<file path="config.mk">
export PLATFORM = sky130hd
export DESIGN_NAME = synth_cfg_loader
export DESIGN_NICKNAME = d
export VERILOG_FILES = /design/src/rtl/synth_cfg_pkg.sv /design/src/rtl/cfg_sync.sv /design/src/rtl/cfg_shift.sv /design/src/rtl/cfg_commit.sv /design/src/rtl/synth_cfg_loader.sv
export SDC_FILE = /design/constraint.sdc
export NUM_CORES = 1
export LEC_CHECK = 0
export BUFFER_PORTS_ARGS = -buffer_cell sky130_fd_sc_hd__buf_2
export CAP_MARGIN = 20
export CORE_MARGIN = 4
export CORE_UTILIZATION = 40
export DETAILED_ROUTE_END_ITERATION = 8
export GPL_ROUTABILITY_DRIVEN = 1
export GPL_TIMING_DRIVEN = 1
export PLACE_DENSITY = 0.65
export SLEW_MARGIN = 10
export SYNTH_ARGS = -nofsm -noshare
export SYNTH_HDL_FRONTEND = slang
export SYNTH_SLANG_ARGS = --single-unit
</file>
<file path="constraint.sdc">
create_clock -name clk_i -period 1.33 [get_ports clk_i]
set_clock_uncertainty 0.05 [all_clocks]
set_input_delay 0 -clock clk_i [delete_from_list [all_inputs] [get_ports clk_i]]
set_output_delay 0 -clock clk_i [all_outputs]
set_load 0.02 [all_outputs]
</file>
<file path="src/rtl/synth_cfg_pkg.sv">
package synth_cfg_pkg;
  localparam int unsigned CFG_M_W    = 9;
  localparam int unsigned CFG_N_W    = 2;
  localparam int unsigned CFG_T_W    = 3;
  localparam int unsigned CFG_STAGES = 2;

  typedef enum logic [1:0] {
    SRC_NONE = 2'd0,
    SRC_SER  = 2'd1,
    SRC_PAR  = 2'd2
  } cfg_src_e;
endpackage

</file>
<file path="src/rtl/cfg_sync.sv">
module cfg_sync #(
  parameter int unsigned W      = 4,
  parameter int unsigned STAGES = 2
) (
  input  logic         clk_i,
  input  logic         rst_ni,
  input  logic [W-1:0] d_i,
  output logic [W-1:0] q_o
);
  logic [W-1:0] stg_q [STAGES];

  for (genvar g = 0; g < STAGES; g++) begin : g_stage
    if (g == 0) begin : g_first
      always_ff @(posedge clk_i or negedge rst_ni) begin
        if (!rst_ni) stg_q[g] <= '0;
        else         stg_q[g] <= d_i;
      end
    end else begin : g_next
      always_ff @(posedge clk_i or negedge rst_ni) begin
        if (!rst_ni) stg_q[g] <= '0;
        else         stg_q[g] <= stg_q[g-1];
      end
    end
  end

  assign q_o = stg_q[STAGES-1];
endmodule

</file>
<file path="src/rtl/cfg_shift.sv">
module cfg_shift #(
  parameter int unsigned WORD_W = 14
) (
  input  logic              clk_i,
  input  logic              rst_ni,
  input  logic              shift_i,
  input  logic              bit_i,
  output logic [WORD_W-1:0] word_o
);
  logic [WORD_W-1:0] sr_q;

  always_ff @(posedge clk_i or negedge rst_ni) begin
    if (!rst_ni)      sr_q <= '0;
    else if (shift_i) sr_q <= {sr_q[WORD_W-2:0], bit_i};
  end

  assign word_o = sr_q;

  a_r2_hold_idle: assert property (@(posedge clk_i) disable iff (!rst_ni)
    !shift_i |=> $stable(sr_q));
  a_r2_bit_enters_low: assert property (@(posedge clk_i) disable iff (!rst_ni)
    shift_i |=> sr_q[0] == $past(bit_i));
endmodule

</file>
<file path="src/rtl/cfg_commit.sv">
module cfg_commit
  import synth_cfg_pkg::*;
#(
  parameter int unsigned M_W = CFG_M_W,
  parameter int unsigned N_W = CFG_N_W,
  parameter int unsigned T_W = CFG_T_W,
  localparam int unsigned WORD_W  = T_W + N_W + M_W,
  localparam int unsigned RATIO_W = 1 << N_W
) (
  input  logic               clk_i,
  input  logic               rst_ni,
  input  logic               par_rise_i,
  input  logic               par_lvl_i,
  input  logic               ser_fall_i,
  input  logic [WORD_W-1:0]  word_i,
  input  logic [M_W-1:0]     par_m_i,
  input  logic [N_W-1:0]     par_n_i,
  output logic [M_W-1:0]     m_o,
  output logic [N_W-1:0]     n_o,
  output logic [T_W-1:0]     t_o,
  output logic [RATIO_W-1:0] ratio_o
);
  logic [M_W-1:0] m_q;
  logic [N_W-1:0] n_q;
  logic [T_W-1:0] t_q;
  cfg_src_e       src;

  // parallel edge outranks serial; serial gated by parallel strobe level
  always_comb begin
    if (par_rise_i)                   src = SRC_PAR;
    else if (ser_fall_i && par_lvl_i) src = SRC_SER;
    else                              src = SRC_NONE;
  end

  always_ff @(posedge clk_i or negedge rst_ni) begin
    if (!rst_ni) begin
      m_q <= '0;
      n_q <= '0;
      t_q <= '0;
    end else begin
      unique case (src)
        SRC_PAR: begin
          m_q <= par_m_i;
          n_q <= par_n_i;
        end
        SRC_SER: {t_q, n_q, m_q} <= word_i;
        default: ;
      endcase
    end
  end

  for (genvar k = 0; k < RATIO_W; k++) begin : g_ratio
    assign ratio_o[k] = (n_q == N_W'(k));
  end

  assign m_o = m_q;
  assign n_o = n_q;
  assign t_o = t_q;

  a_r5_m_capture: assert property (@(posedge clk_i) disable iff (!rst_ni)
    par_rise_i |=> m_q == $past(par_m_i));
  a_r5_t_kept: assert property (@(posedge clk_i) disable iff (!rst_ni)
    par_rise_i |=> $stable(t_q));
  a_r6_par_wins: assert property (@(posedge clk_i) disable iff (!rst_ni)
    (par_rise_i && ser_fall_i) |=> n_q == $past(par_n_i));
  a_r4_gated: assert property (@(posedge clk_i) disable iff (!rst_ni)
    (ser_fall_i && !par_lvl_i) |=> $stable({t_q, n_q, m_q}));
  a_r3_quiet_hold: assert property (@(posedge clk_i) disable iff (!rst_ni)
    !(par_rise_i || ser_fall_i) |=> $stable({t_q, n_q, m_q}));
  a_r7_onehot: assert property (@(posedge clk_i) disable iff (!rst_ni)
    $countones(ratio_o) == 1);
endmodule

</file>
<file path="src/rtl/synth_cfg_loader.sv">
module synth_cfg_loader
  import synth_cfg_pkg::*;
#(
  parameter int unsigned M_W         = CFG_M_W,
  parameter int unsigned N_W         = CFG_N_W,
  parameter int unsigned T_W         = CFG_T_W,
  parameter int unsigned SYNC_STAGES = CFG_STAGES,
  localparam int unsigned WORD_W  = T_W + N_W + M_W,
  localparam int unsigned RATIO_W = 1 << N_W
) (
  input  logic               clk_i,
  input  logic               rst_ni,
  input  logic               ser_clk_i,
  input  logic               ser_data_i,
  input  logic               ser_load_i,
  input  logic               par_load_i,
  input  logic [M_W-1:0]     par_m_i,
  input  logic [N_W-1:0]     par_n_i,
  output logic [M_W-1:0]     m_o,
  output logic [N_W-1:0]     n_o,
  output logic [T_W-1:0]     t_o,
  output logic [RATIO_W-1:0] ratio_o
);
  // bit order: {par_load, ser_load, ser_data, ser_clk}
  logic [3:0]        sync_q;
  logic [2:0]        dly_q;
  logic [2:0]        lvl;
  logic              sclk_rise, sload_fall, par_rise;
  logic [WORD_W-1:0] word;

  cfg_sync #(.W(4), .STAGES(SYNC_STAGES)) u_sync (
    .clk_i (clk_i),
    .rst_ni(rst_ni),
    .d_i   ({par_load_i, ser_load_i, ser_data_i, ser_clk_i}),
    .q_o   (sync_q)
  );

  assign lvl = {sync_q[3], sync_q[2], sync_q[0]};

  always_ff @(posedge clk_i or negedge rst_ni) begin
    if (!rst_ni) dly_q <= '0;
    else         dly_q <= lvl;
  end

  assign sclk_rise  = lvl[0] & ~dly_q[0];
  assign sload_fall = ~lvl[1] & dly_q[1];
  assign par_rise   = lvl[2] & ~dly_q[2];

  cfg_shift #(.WORD_W(WORD_W)) u_shift (
    .clk_i  (clk_i),
    .rst_ni (rst_ni),
    .shift_i(sclk_rise),
    .bit_i  (sync_q[1]),
    .word_o (word)
  );

  cfg_commit #(.M_W(M_W), .N_W(N_W), .T_W(T_W)) u_commit (
    .clk_i     (clk_i),
    .rst_ni    (rst_ni),
    .par_rise_i(par_rise),
    .par_lvl_i (lvl[2]),
    .ser_fall_i(sload_fall),
    .word_i    (word),
    .par_m_i   (par_m_i),
    .par_n_i   (par_n_i),
    .m_o       (m_o),
    .n_o       (n_o),
    .t_o       (t_o),
    .ratio_o   (ratio_o)
  );

  a_r3_single_fall: assert property (@(posedge clk_i) disable iff (!rst_ni)
    sload_fall |=> !sload_fall);
  a_r5_single_rise: assert property (@(posedge clk_i) disable iff (!rst_ni)
    par_rise |=> !par_rise);
endmodule

</file>
## Word-level counts from Yosys, hierarchy flattened

Cells that the tools add are included.
Widths: inputs -> output; s select.

- Muxes and demuxes: 4
- Equality and inequality tests: 5
- Bitwise gates (word level): 6
- Reduce and logical (&&, ||, !) cells: 3

Operators with widths:

| kind | number |
|---|---|
| $pmux 9 s2 | 1 |
| $eq 2x2->1 const B | 3 |
| $eq 2x1->1 const B | 2 |
| $pmux 2 s2 | 1 |
| $and 1x1->1 | 3 |
| $not 1->1 | 3 |
| $logic_not 2->1 | 1 |
| $mux 2 | 1 |
| $reduce_bool 2->1 | 1 |
| $logic_and 1x1->1 | 1 |
| $mux 1 | 1 |

- Register bits: 39
- Word-level logic and storage cells: 25

## Depth between registers and ports, before layout

- Word-level depth: 7
- Depth in mapped cells: 5

## Modules after synthesis

A second synthesis with hierarchy kept.

- Cells, all modules: 120
- Area total of the unflattened synthesis: 1585.3 µm²

Modules (own cells, without submodules):

| module | cells an instance | seq. area each (µm²) | area each (µm²) | times used |
|---|---|---|---|---|
| cfg_commit | 73 | 350.3 | 719.4 | 1 |
| cfg_shift | 29 | 350.3 | 519.2 | 1 |
| cfg_sync | 12 | 200.2 | 230.2 | 1 |
| synth_cfg_loader | 6 | 75.1 | 116.4 | 1 |

## Least setup slack after synthesis

Ideal clock, no wire load.

- Path kind: register -> register
- From: register u_sync.stg_q (netlist bit u_sync.q_o[2])
- To: register u_commit.t_q[0], in the netlist u_commit.t_o[0]
- Stages on the path, launching flop included: 4
- Data required time: 1.155 ns
- Slack: 0.128 ns
- Data arrival time: 1.027 ns
- Path buffers: 1
- Cell sequence: dfrtp_1 > and4b_1 > buf_6 > mux2_2

- Cells in the longest elaborated chain, start to end: 6

Ends and longest elaborated chain:

| item | line | source |
|---|---|---|
| start: declaration | cfg_sync.sv:10 | `logic [W-1:0] stg_q [STAGES];` |
| start signal: indexed assignment | cfg_sync.sv:21 | `else stg_q[g] <= stg_q[g-1];` |
| $not 1->1 | synth_cfg_loader.sv:46 | `assign sload_fall = ~lvl[1] & dly_q[1];` |
| $and 1x1->1 | synth_cfg_loader.sv:46 |  |
| $logic_and 1x1->1 | cfg_commit.sv:31 | `else if (ser_fall_i && par_lvl_i) src = SRC_SER;` |
| $mux 1 | cfg_commit.sv:31 |  |
| $mux 2 | cfg_commit.sv:30 | `if (par_rise_i) src = SRC_PAR;` |
| $eq 2x1->1 | cfg_commit.sv:41 | `unique case (src)` |
| end signal: assignment | cfg_commit.sv:46 | `SRC_SER: {t_q, n_q, m_q} <= word_i;` |
| end: declaration | cfg_commit.sv:25 | `logic [T_W-1:0] t_q;` |

No other way between the ends.
A chain may end at the register's enable or synchronous reset.

## Worst setup path after layout

Same ends and word-level chain as after synthesis.

==> results.txt <==
The average cell area after synthesis is 15.00 µm². The critical path is of the flip-flop to flip-flop type. The count of clock tree sinks is 39. The number of global-route vias before repair came out at 1030. Measured along the y axis, the die boundary spans slightly above 70 µm. The number of nets still failing antenna checks after routing is 0. The source-to-sink clock delay at the later pin of the worst-skew pair is 0.29 ns. In this run the horizontal extent of the chip is 70.46 µm.

The worst setup path is captured at a flip-flop. TritonCTS built the clock tree. In this run the standard cell core region covers between 3000 and 4000 µm². For this block, the initial DRC count from the detailed router was 33. The final total negative setup slack came out at 0 ns. The flow ran to the end, and the final reports show no timing, DRC or antenna violations. The total DRC errors in the routed layout came out at 0. The proportion of layout cells with a drive suffix above 1 came out at 0.4720.

The largest total area in the synthesized netlist belongs to dfrtp_1. The highest clock frequency the design can meet is about 800 MHz. Setup repair after global routing left no endpoint under its margin.

The share of flip-flops with an asynchronous set or reset after synthesis came out at 1.000. The routability congestion estimate from global placement came out at 0.6941. The combined global-route utilization of all metal layers came out at 0.1283. The reported leakage power came out at 0.0009880 µW.

The critical path ends at u_commit.t_o[0]$_DFFE_PN0N_. The actual transition at the worst max-transition pin is 0.4086 ns. Across all layers, the routed design uses 955 vias.

In this run, synthesis produced a sequential element count of 39. The number of levels in the clock H-tree is 2. The vias per cell is 4.569. Yosys instantiated no cell more often than dfrtp_1. The standard-cell row count came out at 22.

The source of the critical timing path is u_sync.q_o[2]$_DFF_PN0_. The final antenna diode count came out at 0. The total power density per cell area came out at 1602 nW/µm². The average wire length per cell after detail routing came out at between 10 and 15 µm. The count of port buffers added during placement is 34. Detailed placement ended at an HPWL of 1875 µm.

The reg-to-reg startpoint is u_sync.q_o[2]$_DFF_PN0_. The tree is rooted in a clkbuf_8. Of the synthesized area, sequential elements account for 0.6255. The final hold violation count came out at 0.

The number of different library cells used by synthesis comes to 18. In this run the count of I/O pins placed on the die edge is 35. The synthesis warning total is 0. The multi-input gate area in the final layout came out at 478.0 µm². Sorting the synthesized cells by how often they occur yields dfrtp_1, inv_1, a22oi_2, mux2_4, o21ai_1.

The endpoint identified for the worst register-to-register timing path is u_commit.t_o[0]$_DFFE_PN0N_. Ranked by total cell area, the synthesized netlist is headed by dfrtp_1, mux2_4, a22oi_2, mux2_2, o21ai_1. The synthesized design contains 0 enable-type register cells. The area added between synthesis and finish came out at 31.76%. In this run the cell area of the synthesized design comes to 1560 µm². In this run the register-to-register setup slack is roughly 0.076 ns. The maximum clock path buffer count is 2. For the finished layout, the period the worst path requires is 1.254 ns. After technology mapping, the gate count stands at 104.

After clock tree synthesis, the clock-pin slew on the worst setup and hold paths is 0.08 ns. The path depth of the worst reg2reg path came out at 2. The final setup violation count came out at 0. The number of antenna violations at the first check in global routing came to 0. The die covers 4964 µm². In this run the tightest slew margin relative to its limit is 0.7276. The number of maximum-capacitance constraint violations is 0. The worst endpoint required time is 1.46 ns. The largest driver fanout on the critical path is 5.

Data arrives at the worst endpoint at approximately 1.4 ns. The worst voltage drop across the vdd grid is 731.6 µV. The routed design has 2696 µm of wire. The final net count came out at 177. The max-slew violation count is 0. The first-pass iteration count of the detailed router came out at 4.

The net count after synthesis is between 100 and 150. The filler cell count is around 310. The path class of the tightest hold or removal check is primary input to async pin.

The share of the synthesized area in the top cell type is 0.6255. The total overflow left after global routing is 0. Among all flip-flop cells after synthesis, the most frequent one is dfrtp_1. The fraction of the cycle the final worst path needs came out at 0.9432.

The first global-routing pass estimated between 4000 and 5000 µm of wire. The total power consumption of the routed design is 3294 µW. The nature of the critical path startpoint is a flip-flop. The register area is about 1000 µm².

The number of buffers added by the clock tree synthesis step came out at 5. The starting density of the core came out at 0.4199. Entering global routing, the biggest net connects 24 pins.
## logic make-up (layout without fill, tap and decap cells)
family,after synthesis,count (layout),share of synthesized area
DFF,39,39,0.6255
buffers and inverters,17,74,0.06896
and+or+nand+nor,8,8,0.03368
muxes,17,17,0.1468
AOI/OAI and AO/OA,23,23,0.1251
## report_power, final
part           internal [µW]  switching (µW)
clock network            471             398
logic                    412             331
registers               1460             220
## placed cells by master (no fill, tap or decap)
master,n
dfrtp_1,39
buf_2,34
dlygate4sd3_1,16
inv_1,11
mux2_4,10
a22oi_2,10
o21ai_1,10
mux2_2,7
clkbuf_8,7
nor2_1,4
buf_4,2
buf_12,2
nor2b_4,1
nand2b_1,1
a21boi_0,1
and2b_1,1
and4b_2,1
a22oi_1,1
o21ai_0,1
clkinvlp_4,1
buf_6,1
## state kept, by name, indices dropped and copies added (netlist names)
| register | cells |
|---|---|
| u_commit.n_o | 2 |
| dly_q | 3 |
| u_sync.stg_q | 4 |
| u_commit.t_o | 3 |
| u_commit.m_o | 9 |
| u_sync.q_o | 4 |
| u_shift.word_o | 14 |
## final cells by class
| cell class | instances | area share |
|---|---|---|
| inverters | 11 | 0.02009 |
| clock inverters | 1 | 0.003652 |
| clock buffers | 7 | 0.04687 |
| flip-flops and latches | 39 | 0.4747 |
| well taps | 48 | 0.02921 |
| multi-input cells | 48 | 0.2325 |
| repair buffers | 55 | 0.1929 |
## what timing repair did
item                       4_1_cts  5_1_grt
setup endpoints to repair        0       13
setup buffers                    0        0
resized for setup                0        2
hold buffers                    16        0
hold endpoints to repair        54        0
## per-layer routing
| metal | track usage | share of wire | vias to the layer above |
|---|---|---|---|
| met5 | 0 | 0 | - |
| met4 | 0.04468 | 0.017 | 0 |
| met3 | 0.04892 | 0.063 | 5 |
| met2 | 0.2110 | 0.47 | 23 |
| met1 | 0.1526 | 0.45 | 459 |
| li1 | - | - | 468 |
## metrics by stage
stage | area (µm²) | hold WS (ns) | instances | setup slack [ns] | utilization
3_5_place_dp | 1787 | -0.09697 | 185 | 0.05084 | 0.4808
3_3_place_gp | 1787 | -0.1022 | 185 | 0.1016 | 0.4808
2_1_floorplan | 1560 | -0.3456 | 104 | 0.1279 | -
6_report | 2056 | 0.1120 | 209 | 0.07551 | 0.5532
5_1_grt | 2056 | 0.1506 | 209 | 0.02170 | 0.5532
4_1_cts | 2051 | 0.1207 | 209 | 0.03675 | 0.5519
## worst min-delay path by stage
stage,from,end,slack (ns),depth (start not counted)
2_1_floorplan,rst_ni,dly_q[0]$_DFF_PN0_,-0.35,0
3_3_place_gp,rst_ni,u_commit.m_o[5]$_DFFE_PN0P_,-0.10,1
3_5_place_dp,rst_ni,u_commit.m_o[4]$_DFFE_PN0P_,-0.1,1
4_1_cts,rst_ni,u_commit.m_o[6]$_DFFE_PN0P_,0.12,2
5_1_grt,rst_ni,u_commit.m_o[4]$_DFFE_PN0P_,0.15,2
6_report,rst_ni,u_commit.m_o[8]$_DFFE_PN0P_,0.11,2
## critical path: stages (launching register included)
cell	delay (ns)
dfrtp_1	0.39
and4b_2	0.35
mux2_2	0.35
Power figures use the tool's default switching activity.
